### src/rtl/dodt_pkg.sv
`timescale 1ns/1ps
package dodt_pkg;
    typedef enum logic [1:0] {
        SRC_OFF  = 2'd0,
        SRC_NOM  = 2'd1,
        SRC_WR   = 2'd2,
        SRC_PARK = 2'd3
    } rtt_src_e;

    typedef enum logic [1:0] {
        BM_BL8     = 2'd0,
        BM_BC4     = 2'd1,
        BM_OTF     = 2'd2,
        BM_OTF_ALT = 2'd3
    } burst_mode_e;
endpackage

### src/rtl/dodt_lat_calc.sv
`timescale 1ns/1ps
module dodt_lat_calc #(
    parameter int WL_W    = 6,
    parameter int LAT_W   = 5,
    parameter int WL_MIN  = 5,
    parameter int WL_MAX  = 24,
    parameter int LAT_MAX = 24,
    parameter int CNT_W   = 6
) (
    input  logic [WL_W-1:0]  cfg_wlat,
    input  logic [1:0]       cfg_burst_mode,
    input  logic             wr_bc4,
    input  logic             cfg_crc_en,
    input  logic             cfg_pre2_en,
    input  logic [LAT_W-1:0] cfg_on_lat,
    input  logic [LAT_W-1:0] cfg_off_lat,
    output logic [CNT_W-1:0] open_lat,
    output logic [CNT_W-1:0] close_lat,
    output logic             cfg_err
);
    import dodt_pkg::*;

    localparam logic [WL_W-1:0]  WL_MIN_V  = WL_MIN[WL_W-1:0];
    localparam logic [WL_W-1:0]  WL_MAX_V  = WL_MAX[WL_W-1:0];
    localparam logic [LAT_W-1:0] LAT_MAX_V = LAT_MAX[LAT_W-1:0];

    logic             wl_ok;
    logic             lat_ok;
    logic             is_chop;
    logic [CNT_W-1:0] tail;

    always_comb begin
        wl_ok  = (cfg_wlat >= WL_MIN_V) && (cfg_wlat <= WL_MAX_V);
        lat_ok = (cfg_on_lat <= cfg_off_lat) && (cfg_off_lat <= LAT_MAX_V);
        case (burst_mode_e'(cfg_burst_mode))
            BM_BL8:  is_chop = 1'b0;
            BM_BC4:  is_chop = 1'b1;
            default: is_chop = wr_bc4;
        endcase
        tail = is_chop ? CNT_W'(4) : CNT_W'(6);
        if (wl_ok) begin
            open_lat  = CNT_W'(cfg_wlat) - CNT_W'(2);
        end else begin
            open_lat  = CNT_W'(1);
        end
        close_lat = open_lat + tail + CNT_W'(cfg_pre2_en) + CNT_W'(cfg_crc_en);
        cfg_err   = !(wl_ok && lat_ok);
    end
endmodule

### src/rtl/dodt_pin_delay.sv
`timescale 1ns/1ps
module dodt_pin_delay #(
    parameter int LAT_W   = 5,
    parameter int LAT_MAX = 24
) (
    input  logic             clk,
    input  logic             rst_n,
    input  logic             odt_pin,
    input  logic [LAT_W-1:0] cfg_on_lat,
    input  logic [LAT_W-1:0] cfg_off_lat,
    output logic             nom_on
);
    localparam int HIST = (LAT_MAX < 2) ? 2 : LAT_MAX;

    typedef struct packed {
        logic [HIST-1:0] hist;
        logic            nom;
    } pin_st_t;

    pin_st_t st_d, st_q;
    logic    del_on;
    logic    del_off;

    always_comb begin
        del_on  = (cfg_on_lat == '0)  ? odt_pin : 1'b0;
        del_off = (cfg_off_lat == '0) ? odt_pin : 1'b0;
        for (int i = 0; i < HIST; i++) begin
            if (cfg_on_lat == LAT_W'(i + 1))  del_on  = st_q.hist[i];
            if (cfg_off_lat == LAT_W'(i + 1)) del_off = st_q.hist[i];
        end
        st_d      = st_q;
        st_d.hist = (st_q.hist << 1) | HIST'(odt_pin);
        st_d.nom  = del_on | (st_q.nom & del_off);
    end

    always_ff @(posedge clk) begin
        if (!rst_n) st_q <= '0;
        else        st_q <= st_d;
    end

    assign nom_on = st_q.nom;

    AST_NOM_RISE: assert property (@(posedge clk) disable iff (!rst_n)
        $rose(st_q.nom) |-> $past(del_on));
    AST_NOM_FALL: assert property (@(posedge clk) disable iff (!rst_n)
        $fell(st_q.nom) |-> !$past(del_off));
endmodule

### src/rtl/dodt_wr_window.sv
`timescale 1ns/1ps
module dodt_wr_window #(
    parameter int DEPTH = 32,
    parameter int CNT_W = 6
) (
    input  logic             clk,
    input  logic             rst_n,
    input  logic             fire,
    input  logic             flush,
    input  logic [CNT_W-1:0] open_lat,
    input  logic [CNT_W-1:0] close_lat,
    output logic             win_act
);
    typedef struct packed {
        logic [DEPTH-1:0] start;
        logic [CNT_W-1:0] rem;
        logic             act;
    } win_st_t;

    win_st_t          st_d, st_q;
    logic [CNT_W-1:0] rem_dec;

    always_comb begin
        rem_dec    = (st_q.rem != '0) ? st_q.rem - CNT_W'(1) : '0;
        st_d       = st_q;
        st_d.start = st_q.start >> 1;
        st_d.rem   = rem_dec;
        st_d.act   = st_q.start[0] | (st_q.act & (st_q.rem > CNT_W'(1)));
        if (fire) begin
            for (int i = 0; i < DEPTH; i++) begin
                if (open_lat == CNT_W'(i + 1)) st_d.start[i] = 1'b1;
            end
            if (close_lat > rem_dec) st_d.rem = close_lat;
        end
        if (flush) st_d = '0;
    end

    always_ff @(posedge clk) begin
        if (!rst_n) st_q <= '0;
        else        st_q <= st_d;
    end

    assign win_act = st_q.act;

    AST_OPEN_FROM_PENDING: assert property (@(posedge clk) disable iff (!rst_n)
        $rose(st_q.act) |-> $past(st_q.start[0]));
    AST_REM_COVERS_CLOSE: assert property (@(posedge clk) disable iff (!rst_n)
        (fire && !flush) |=> (st_q.rem >= $past(close_lat)));
    AST_FLUSH_EMPTY: assert property (@(posedge clk) disable iff (!rst_n)
        flush |=> (!st_q.act && st_q.start == '0));
endmodule

### src/rtl/dodt_sel.sv
`timescale 1ns/1ps
module dodt_sel #(
    parameter int WL_W    = 6,
    parameter int LAT_W   = 5,
    parameter int WL_MIN  = 5,
    parameter int WL_MAX  = 24,
    parameter int LAT_MAX = 24
) (
    input  logic             clk,
    input  logic             rst_n,
    input  logic [2:0]       cfg_nom_code,
    input  logic [2:0]       cfg_wr_code,
    input  logic [2:0]       cfg_park_code,
    input  logic [WL_W-1:0]  cfg_wlat,
    input  logic [1:0]       cfg_burst_mode,
    input  logic             cfg_crc_en,
    input  logic             cfg_pre2_en,
    input  logic             cfg_dll_off,
    input  logic [LAT_W-1:0] cfg_on_lat,
    input  logic [LAT_W-1:0] cfg_off_lat,
    input  logic             wr_cmd,
    input  logic             wr_bc4,
    input  logic             odt_pin,
    output logic [2:0]       rtt_code_o,
    output logic [1:0]       rtt_src_o,
    output logic             cfg_err_o
);
    import dodt_pkg::*;

    localparam int DEPTH = WL_MAX + 8;
    localparam int CNT_W = $clog2(DEPTH + 1);

    logic [CNT_W-1:0] open_lat;
    logic [CNT_W-1:0] close_lat;
    logic             cfg_err;
    logic             fire;
    logic             win_act;
    logic             nom_on;
    rtt_src_e         src_sel;
    logic [2:0]       code_sel;

    dodt_lat_calc #(
        .WL_W(WL_W), .LAT_W(LAT_W), .WL_MIN(WL_MIN), .WL_MAX(WL_MAX),
        .LAT_MAX(LAT_MAX), .CNT_W(CNT_W)
    ) u_lat (
        .cfg_wlat(cfg_wlat), .cfg_burst_mode(cfg_burst_mode), .wr_bc4(wr_bc4),
        .cfg_crc_en(cfg_crc_en), .cfg_pre2_en(cfg_pre2_en),
        .cfg_on_lat(cfg_on_lat), .cfg_off_lat(cfg_off_lat),
        .open_lat(open_lat), .close_lat(close_lat), .cfg_err(cfg_err)
    );

    dodt_pin_delay #(.LAT_W(LAT_W), .LAT_MAX(LAT_MAX)) u_pin (
        .clk(clk), .rst_n(rst_n), .odt_pin(odt_pin),
        .cfg_on_lat(cfg_on_lat), .cfg_off_lat(cfg_off_lat), .nom_on(nom_on)
    );

    assign fire = wr_cmd & ~cfg_err & ~cfg_dll_off & (cfg_wr_code != 3'd0);

    dodt_wr_window #(.DEPTH(DEPTH), .CNT_W(CNT_W)) u_win (
        .clk(clk), .rst_n(rst_n), .fire(fire), .flush(cfg_dll_off),
        .open_lat(open_lat), .close_lat(close_lat), .win_act(win_act)
    );

    always_comb begin
        if (win_act) begin
            src_sel  = SRC_WR;
            code_sel = cfg_wr_code;
        end else if (nom_on) begin
            src_sel  = SRC_NOM;
            code_sel = cfg_nom_code;
        end else begin
            src_sel  = SRC_PARK;
            code_sel = cfg_park_code;
        end
        if (code_sel == 3'd0) src_sel = SRC_OFF;
    end

    assign rtt_code_o = code_sel;
    assign rtt_src_o  = src_sel;
    assign cfg_err_o  = cfg_err;

    AST_WR_CODE_MATCH: assert property (@(posedge clk) disable iff (!rst_n)
        (rtt_src_o == SRC_WR) |-> (rtt_code_o == cfg_wr_code));
    AST_DLL_CLEARS: assert property (@(posedge clk) disable iff (!rst_n)
        cfg_dll_off |=> (rtt_src_o != SRC_WR));
    AST_OFF_ZERO: assert property (@(posedge clk) disable iff (!rst_n)
        (rtt_src_o == SRC_OFF) |-> (rtt_code_o == 3'd0));
    AST_ERR_NO_FIRE: assert property (@(posedge clk) disable iff (!rst_n)
        cfg_err_o |-> !fire);
endmodule

### config.mk
export PLATFORM = sky130hd
export DESIGN_NAME = dodt_sel
export DESIGN_NICKNAME = d
export VERILOG_FILES = /design/src/rtl/dodt_pkg.sv /design/src/rtl/dodt_lat_calc.sv /design/src/rtl/dodt_pin_delay.sv /design/src/rtl/dodt_wr_window.sv /design/src/rtl/dodt_sel.sv
export SDC_FILE = /design/constraint.sdc
export NUM_CORES = 1
export LEC_CHECK = 0
export ABC_AREA = 1
export BUFFER_PORTS_ARGS = -buffer_cell sky130_fd_sc_hd__buf_2
export CAP_MARGIN = 20
export CORE_MARGIN = 1.5
export CORE_UTILIZATION = 63
export CTS_CLUSTER_SIZE = 30
export DETAILED_ROUTE_END_ITERATION = 7
export PLACE_DENSITY = 0.85
export SYNTH_ARGS = -nofsm -noshare
export SYNTH_HDL_FRONTEND = slang
export SYNTH_SLANG_ARGS = --single-unit
### constraint.sdc
create_clock -name clk -period 5.9 [get_ports clk]
set_input_delay 1.18 -clock clk [delete_from_list [all_inputs] [get_ports clk]]
set_output_delay 1.18 -clock clk [all_outputs]
set_load 0.1 [all_outputs]
### Word level (Yosys, flattened, before mapping)

Index checks and enable logic that the tools add are counted.

| operators by class | value |
|---|---|
| add/sub/neg operators | 5 |
| multipliers | 0 |
| divide/modulo/power cells | 0 |
| order comparisons | 6 |
| equal/unequal tests | 81 |
| shift-type cells | 0 |
| muxes and demuxes | 93 |
| bitwise operators | 11 |
| reductions and logical operators | 12 |

Operators by type and width:

| cell | number |
|---|---|
| 6-bit by 5-bit == test with 1-bit output, second input constant | 16 |
| 5-bit == test, second input constant | 18 |
| 1-bit 2-to-1 mux | 82 |
| 5-bit by 4-bit == test with 1-bit output, second input constant | 16 |
| 6-bit by 4-bit == test with 1-bit output, second input constant | 8 |
| 5-bit by 3-bit == test with 1-bit output, second input constant | 8 |
| 37-bit 2-to-1 mux | 1 |
| 6-bit by 3-bit == test with 1-bit output, second input constant | 4 |
| 24-bit by 1-bit OR with 24-bit output | 1 |
| 5-bit by 2-bit == test with 1-bit output, second input constant | 4 |
| 6-bit 2-to-1 mux | 3 |
| 6-bit by 1-bit adder with 6-bit output | 2 |
| 6-bit by 2-bit == test with 1-bit output, second input constant | 2 |
| 5-bit by 1-bit == test with 1-bit output, second input constant | 2 |
| 5-bit logical NOT | 2 |
| 2-bit 2-to-1 mux | 4 |
| 6-bit adder | 1 |
| 6-bit by 1-bit == test with 1-bit output, second input constant | 1 |
| 6-bit == test, second input constant | 1 |
| 6-bit by 3-bit >= comparator with 1-bit output, second input constant | 1 |
| 6-bit by 1-bit > comparator with 1-bit output, second input constant | 1 |
| 6-bit > comparator | 1 |
| 6-bit by 5-bit <= comparator with 1-bit output, second input constant | 1 |
| 3-bit 2-to-1 mux | 2 |
| 17 further kinds | 26 |

| storage, ports and cells | value |
|---|---|
| bits in registers | 64 |
| bits in latches | 0 |
| bits in writable memories | 0 |
| ROM bits | 0 |
| bits of input ports | 35 |
| output and inout port bits | 6 |
| word-level logic and storage cells | 214 |
| memories | 0 |

### Depth between registers and ports, before layout

Gate-level depths: netlist of run 1.

| logic depth | value |
|---|---|
| depth after elaboration | 28 |
| depth in mapped cells | 21 |

### Cells and area by module

A second synthesis of run 1 with hierarchy kept.

| second synthesis, totals | value |
|---|---|
| cell total of the unflattened synthesis | 611 |
| area, all modules | 3966.3 um^2 |

By module, submodules not included:

| module | instances | cells an instance | area each (um^2) |
|---|---|---|---|
| dodt_wr_window | 1 | 237 | 1794.2 |
| dodt_pin_delay | 1 | 257 | 1545.2 |
| dodt_lat_calc | 1 | 85 | 486.7 |
| dodt_sel | 1 | 32 | 140.1 |

### Worst setup path before layout of run 1

No wires, ideal clock.

| path | value |
|---|---|
| path kind | in2out |
| from | in cfg_park_code[1] |
| to | out rtt_src_o[1] |
| arrival time | 3.691 ns |
| slack | 1.029 ns |
| stages on the path | 5 |
| path buffers | 0 |
| cell sequence | nand2_1 > a21oi_1 > or3_1 > o21ai_0 > inv_1 |

| on the way | value |
|---|---|
| word-level cells in the longest chain between the ends | 4 |

RTL lines:

| what | RTL line | source |
|---|---|---|
| from (decl) | dodt_sel.sv:13 | `input logic [2:0] cfg_park_code,` |
| 3-bit 2-to-1 mux | dodt_sel.sv:68 | `end else if (nom_on) begin` |
| 3-bit 2-to-1 mux | dodt_sel.sv:65 | `if (win_act) begin` |
| via rtt_code_o[1] | dodt_sel.sv:24 | `output logic [2:0] rtt_code_o,` |
| 3-bit logical NOT | dodt_sel.sv:75 | `if (code_sel == 3'd0) src_sel = SRC_OFF;` |
| 2-bit 2-to-1 mux | dodt_sel.sv:75 |  |
| to (decl) | dodt_sel.sv:25 | `output logic [1:0] rtt_src_o,` |

The timed path passes the listed nets, and every way through them passes these cells.

### Worst setup path in the final report of run 1

| path | value |
|---|---|
| from | in cfg_wlat[0] |
| to | reg u_win.st_q[3] in the netlist's numbering |

| on the way | value |
|---|---|
| word-level cells in the longest chain between the ends | 9 |

RTL lines:

| what | RTL line | source |
|---|---|---|
| from (decl) | dodt_sel.sv:14 | `input logic [WL_W-1:0] cfg_wlat,` |
| 6-bit by 3-bit >= comparator with 1-bit output / 6-bit by 5-bit <= comparator with 1-bit output (equally long branches) | dodt_lat_calc.sv:33 | `wl_ok = (cfg_wlat >= WL_MIN_V) && (cfg_wlat <= WL_MAX_V);` |
| 1-bit logical AND | dodt_lat_calc.sv:33 |  |
| 6-bit 2-to-1 mux | dodt_lat_calc.sv:41 | `if (wl_ok) begin` |
| 6-bit adder | dodt_lat_calc.sv:46 | `close_lat = open_lat + tail + CNT_W'(cfg_pre2_en) + CNT_W'(cfg_crc_en);` |
| 6-bit by 1-bit adder with 6-bit output (2 in a row) | dodt_lat_calc.sv:46 |  |
| 6-bit > comparator | dodt_wr_window.sv:33 | `if (close_lat > rem_dec) st_d.rem = close_lat;` |
| 6-bit 2-to-1 mux | dodt_wr_window.sv:33 |  |
| 37-bit 2-to-1 mux * | dodt_wr_window.sv:29 | `if (fire) begin` |
| to (signal assigned) | dodt_wr_window.sv:40 | `else st_q <= st_d;` |
| to (decl) | dodt_wr_window.sv:20 | `win_st_t st_d, st_q;` |

Mark *: on every way between the ends. The rest lies on a longest branch, timed or not.
A chain may end at the register's enable or synchronous reset.

==> impl_metrics.tcl, run 1 <==
set metrics [dict create \
    globalRouteOverflowTotal 0 \
    synth_cell_types 37 \
    avgRoutedWirePerCell_um 13.8 \
    hold_depth 2 \
    avgSynthCellArea_um2 6.84 \
    core_region_area_um2 5510 \
    max_stage_delay_ns 0.42 \
    arrival_ns 4.71 \
    grt_first_pass_wirelength_um 14600 \
    seq_area_frac_synth 0.355 \
    critPathLaunch "cfg_wlat[0]" \
    cp-start-kind "input port" \
    setup_tns_ns 0 \
    skew_ns 0.0135 \
    period_needed_ns 4.47 \
    start_util 0.655 \
    htreeDepth 3 \
    drt_iter0_markers 362 \
    numCtsBuffers 9 \
    cp_top_family "adder cells" \
    dpl.hpwl_um 6380 \
    clk_pin_slew_worst_paths_ns 0.08 \
    gp_congestion 0.968 \
    powerDensity_nw_per_um2 291 \
    regArea_um2 1280 \
    synth_flop_cell "dfxtp_1" \
    syn_nets 579 \
    finalSetupViolCount 0 \
    r2r_end "u_win.st_q[3]" \
    ff2ff_setup_slack_ns 3.18 \
    top_layer_used "met4" \
    cp_cell_sequence "buf_2 > nor2_2 > nand2_1 > a31oi_1 > nand2_2 > nor2_1 > inv_1 > fa_1 > fa_1 > o21ai_0 > xor2_1 > ha_1 > nand2_1 > nor2_1 > o21ai_0 > o211ai_1 > nand3_1 > o21ai_0 > a21oi_1" \
    post-route-period-util 0.757 \
    worst_pin_slew_ns 1.00 \
    m1WireLength_um 3860 \
    ir_drop_mv 0.211 \
    ys_ff_latch 64 \
    synth_edf_count 0 \
    port-buffer-count 40 \
    cts.repair.resized 0 \
    syn_area_um2 3600 \
    rsz0062_at_grt "no" \
    fmax_ghz 0.224 \
    cp_num_cells 19 \
    wirelength_um 8870 \
    drv_slew 0 \
    multiInputGateArea_um2 1900 \
    wl_met2_um 4040 \
    insertion_delay_ns 0.36 \
    endpoint_kind "flip-flop" \
    clock-sinks 64 \
    grt_pass1_vias 3231 \
    rows 27 \
    antenna_found_initial 0 \
    num-fill-cells 427 \
    hold_class "reg -> reg" \
    hold_violations 0 \
    drcViolationCount 0 \
    critical_path_buf_inv_count 2 \
    worstPathMaxFanout 12 \
    vias 3560 \
    viasPerCell 5.53 \
    syn_to_final_growth_pct 11.8 \
    die_height_um 78.6 \
    p_leak_nw 1.94 \
    synthCells 527 \
    firstDrtPassIters 5 \
    die_w_um 78.6 \
    hold_buffers 0 \
    reg2reg_depth 18 \
    antenna_left 0 \
    diodes 0 \
    synth_warnings 0 \
    cts_root_buf "clkbuf_8" \
    cp_common_cell "o21ai_0" \
    die_area_um2 6180 \
    grt_util_all_layers 0.303 \
    crit_type "in -> reg" \
    timing.rr.start "u_win.st_q[1]" \
    total_power_mw 1.18 \
    slew_headroom 0.333 \
    synth_async_sr_flop_share 0 \
    required_ns 6.14 \
    maxCapViolations 0 \
    cts_tree "yes" \
    status "finished clean" \
    io_pins 41 \
    final_nets 619 \
    cts_setup_buffers 0 \
    grt_max_degree 34 \
    drive_above_1_share 0.156 \
    cts_max_path_buffers 2 \
    met3_length_um 770 \
    slowest_stage "fa_1" \
    crit_path_end "u_win.st_q[3]" \
    holdWs_ns 0.430 \
]
==> area by class of cell <==
type,count,share of cell area
inverter,96,0.0897
multi-input combinational,356,0.470
timing repair buffer,40,0.0497
sequential,64,0.318
clock buffer,9,0.0307
clock inverter,7,0.0196
tap,72,0.0223
==> cell families after synthesis <==
group                      Yosys count  share of synthesized area
buffers and inverters              107                      0.119
muxes                                1                    0.00278
other                                1                    0.00104
adders and majority gates           17                     0.0632
and+or+nand+nor                    254                      0.315
xor gates and xnor gates             4                    0.00972
DFF                                 64                      0.355
AOI/OAI and AO/OA                   79                      0.134
==> where the power goes <==
group / internal [mW] / switching (mW)
clock: 0.198 / 0.192
sequential: 0.443 / 0.00729
combinational: 0.107 / 0.227
==> worst min-delay path by stage <==
stage	startpoint	to	slack, ns
floorplan	u_win.st_q[13]	u_win.st_q[12]	0.41
global placement	u_win.st_q[30]	u_win.st_q[29]	0.42
detailed placement	u_win.st_q[7]	u_win.win_act	0.43
CTS	u_win.st_q[7]	u_win.win_act	0.43
global route	u_win.st_q[17]	u_win.st_q[16]	0.46
finish	u_win.st_q[7]	u_win.win_act	0.43
==> tightest hold or removal path, cell delays in order, from the launching register on <==
cell and delay, ns:
dfxtp_1 0.30, inv_1 0.04, a21oi_1 0.05
==> through the flow <==
| stage | std cells | util | cell area [µm²] | setup slack [ns] |
|---|---|---|---|---|
| 2_1_floorplan | 527 | - | 3600 | 1.03 |
| 3_3_place_gp | 628 | 0.695 | 3830 | 1.42 |
| 3_5_place_dp | 628 | 0.695 | 3830 | 1.13 |
| 4_1_cts | 644 | 0.732 | 4030 | 1.51 |
| 5_1_grt | 644 | 0.732 | 4030 | 1.18 |
| 6_report | 644 | 0.732 | 4030 | 1.43 |
==> state kept, by name, summed over array words and instances (netlist names) <==
name and count:
u_win.win_act 1, u_pin.st_q 24, u_win.st_q 38, u_pin.nom_on 1
==> cells in the mapped netlist, types with 2 or more instances <==
master    number  area, µm²
a31oi_1        3       18.8
dfxtp_1       64       1280
nand2_1       94        353
nor2_2         3       18.8
buf_2          2       10.0
o21ai_0       15       75.1
nor2_1        87        327
inv_1         91        342
nor2_4         5       56.3
a21oi_2        8       70.1
nor4_1         2       12.5
a21oi_1       42        210
buf_8          2       30.0
fa_1           2       40.0
a31o_2         4       35.0
a211oi_1       2       15.0
inv_2          4       15.0
nand4_1       19        119
or2_2          4       25.0
nor3_1         9       45.0
clkbuf_1       7       26.3
ha_1          15        188
nand3_1       27        135
xor2_1         3       26.3
==> metal layers <==
layer,vias to the layer above,global-route usage
li1,1765,-
met1,1581,0.390
met2,189,0.478
met3,25,0.0826
met4,0,0.127
met5,-,0
==> cell usage in the layout, fill, tap and decap left out, drive strengths merged, types with 15 or more instances in the layout <==
master / n
buf: 40
nor2: 95
nand2: 95
ha: 15
nand3: 27
inv: 97
o21ai: 15
dfxtp: 64
a21oi: 50
nand4: 19
No activity file was read; power rests on OpenSTA's default activity.
==> inputs of run 2 (changes only) <==
ABC_AREA = 0   (was 1)
CORE_UTILIZATION = 53   (was 63)
PLACE_DENSITY = 0.76   (was 0.85)
clock period = 4 ns   (was 5.9 ns; I/O delays follow)
==> run 2 against run 1 <==
Clock skew is 0.0042 ns lower; die area is 19% higher; synthesized cell count fell by 20%; global-route usage is 4.9 points lower; critical path type unchanged.
==> impl_metrics.tcl, run 2 <==
set metrics [dict create \
    grt_pass1_vias 3108 \
    final_nets 516 \
    port-buffer-count 40 \
    clk_pin_slew_worst_paths_ns 0.08 \
    hold_violations 0 \
    firstDrtPassIters 5 \
    synth_flop_cell "dfxtp_1" \
    finalSetupViolCount 0 \
    hold_depth 1 \
    worst_pin_slew_ns 0.547 \
    synth_cell_types 71 \
    crit_type "in -> reg" \
    syn_nets 475 \
    htreeDepth 3 \
    antenna_left 0 \
    place_inst 529 \
    wl_met2_um 3880 \
    die_height_um 85.8 \
    hp-start "u_win.st_q[25]" \
    reg2reg_depth 12 \
    final_common_cell "dfxtp_1" \
    grt_first_pass_wirelength_um 14800 \
    gp_congestion 0.918 \
    yosysMostFrequentCell "dfxtp_1" \
    antenna_found_initial 0 \
    cts.repair.resized 0 \
    finalNonFillerCells 546 \
    syn_area_um2 3630 \
    seq_area_frac_synth 0.353 \
    regMostFlops "u_win.st_q" \
    rows 29 \
    diodes 0 \
    numCtsBuffers 9 \
    synthCells 423 \
    endpoint_kind "flip-flop" \
    drv_slew 0 \
    rsz0062_at_grt "no" \
    skew_ns 0.00927 \
    synth_edf_count 0 \
    p_leak_nw 1.69 \
    required_ns 4.28 \
    io_pins 41 \
    grt_max_degree 29 \
    cts_max_path_buffers 2 \
    m1WireLength_um 4090 \
    period_needed_ns 3.77 \
    cts_setup_buffers 0 \
    synth-simple-area-share 0.256 \
    syn_to_final_growth_pct 14.7 \
    stdcell_area_um2 4170 \
    timing.rr.start "u_win.st_q[1]" \
    r2r_end "u_win.st_q[4]" \
    yosysTopAreaCell "dfxtp_1" \
    avgSynthCellArea_um2 8.58 \
    largest_reg_flops 38 \
    worstPathMaxFanout 5 \
    synth_async_sr_flop_share 0 \
    muxShareOfSynthArea 0.0455 \
    hold_buffers 0 \
    synthAdderAreaFrac 0.0627 \
    yosys-top-cells-area "dfxtp_1 35%, ha_1 5.2%, and2_1 4.8%, nor2_1 4.4%, a21oi_1 3.9%" \
    synth-compound-area-share 0.218 \
    synth_top_family_by_area "simple AND/OR/NAND/NOR gates" \
    avgRoutedWirePerCell_um 15.9 \
    dpl.hpwl_um 6420 \
    start_util 0.559 \
    synth_top_area_frac 0.353 \
    hold_end "u_win.st_q[24]" \
    post-route-period-util 0.942 \
    cts_tree "yes" \
    ys_ff_latch 64 \
    cp-start-kind "input port" \
    cts_root_buf "clkbuf_8" \
    wirelength_um 8690 \
    viasPerCell 6.07 \
    drive_above_1_share 0.211 \
    synth-xor-area-share 0.0121 \
    maxCapViolations 0 \
    insertion_delay_ns 0.35 \
    die_area_um2 7360 \
    powerDensity_nw_per_um2 434 \
    ir_drop_mv 0.365 \
    drcViolationCount 0 \
    final_cell_mix "64 x dfxtp_1, 42 x nor2_1, 40 x buf_2, 28 x and2_1, 27 x a21oi_1" \
    vias 3312 \
    arrival_ns 4.05 \
    place_area_um2 3930 \
    die_w_um 85.8 \
    fmax_ghz 0.265 \
    core_region_area_um2 6490 \
    clock-sinks 64 \
    multiInputGateArea_um2 2180 \
    drt_iter0_markers 238 \
    globalRouteOverflowTotal 0 \
    slew_headroom 0.626 \
    synth_warnings 0 \
    regArea_um2 1280 \
    hold_class "reg -> reg" \
    top_layer_used "met4" \
    num-fill-cells 548 \
    grt_util_all_layers 0.255 \
    synth_common_cells "64 x dfxtp_1, 43 x nor2_1, 28 x a21oi_1, 28 x and2_1, 19 x inv_1" \
    ff2ff_setup_slack_ns 1.42 \
    status "finished clean" \
    top_regs "u_win.st_q (38), u_pin.st_q (24)" \
    met3_length_um 543 \
]
## run 2: how the worst max path moves through the flow
stage               slack [ns]            end  cells after the start        start
floorplan                 0.04  u_win.st_q[4]                     15  cfg_wlat[0]
global placement          0.03  u_win.st_q[2]                     16  cfg_wlat[0]
detailed placement        -0.1  u_win.st_q[4]                     16  cfg_wlat[0]
finish                    0.23  u_win.st_q[4]                     16  cfg_wlat[0]
CTS                       0.27  u_win.st_q[4]                     16  cfg_wlat[0]
global route              0.07  u_win.st_q[2]                     16  cfg_wlat[0]
## run 2: logic make-up (layout without fill, tap and decap cells)
| kind of cell | after synthesis | in the layout |
|---|---|---|
| and+or+nand+nor | 163 | 163 |
| AOI/OAI and AO/OA | 115 | 115 |
| DFF | 64 | 64 |
| buffers and inverters | 43 | 89 |
| adders and majority gates | 17 | 17 |
| muxes | 15 | 15 |
| xor gates and xnor gates | 5 | 5 |
| other | 1 | 1 |
## run 2: critical path, stage by stage
cell	delay (ns)
buf_2	0.11
o311a_4	0.37
a211oi_2	0.18
nand2b_1	0.12
fa_1	0.41
fa_1	0.41
inv_1	0.07
a21oi_1	0.07
xor2_1	0.15
nor2_1	0.16
ha_1	0.27
a21o_1	0.16
a21o_1	0.19
o21a_1	0.22
a21o_1	0.19
a21oi_1	0.17
## run 2: final cells by class
class / instances / share of cell area
multi-input cells: 316 / 0.524
repair buffers: 54 / 0.0733
clock inverters: 7 / 0.0249
inverters: 19 / 0.0171
well taps: 77 / 0.0231
clock buffers: 9 / 0.0297
flip-flops and latches: 64 / 0.308
## run 2: routing by layer
layer,vias up,track usage
li1,1606,-
met4,0,0.0894
met5,-,0
met3,26,0.0626
met1,1564,0.347
met2,116,0.394
## run 2: stage by stage
stage          utilization  setup TNS [ns]  power [mW]  hold slack [ns]  worst slack [ns]
4_1_cts              0.640               0        1.81            0.440             0.272
2_1_floorplan            -               0        1.06            0.413            0.0442
3_5_place_dp         0.605          -0.367        1.18            0.425           -0.0998
5_1_grt              0.641               0        1.91            0.463            0.0712
3_3_place_gp         0.605               0        1.17            0.417            0.0269
6_report             0.641               0        1.81            0.436             0.233
## run 2: report_power, final
part           internal [mW]  switching (mW)  leakage (nW)
combinational          0.197           0.319          1.06
sequential             0.650          0.0118         0.517
clock                  0.357           0.272         0.114
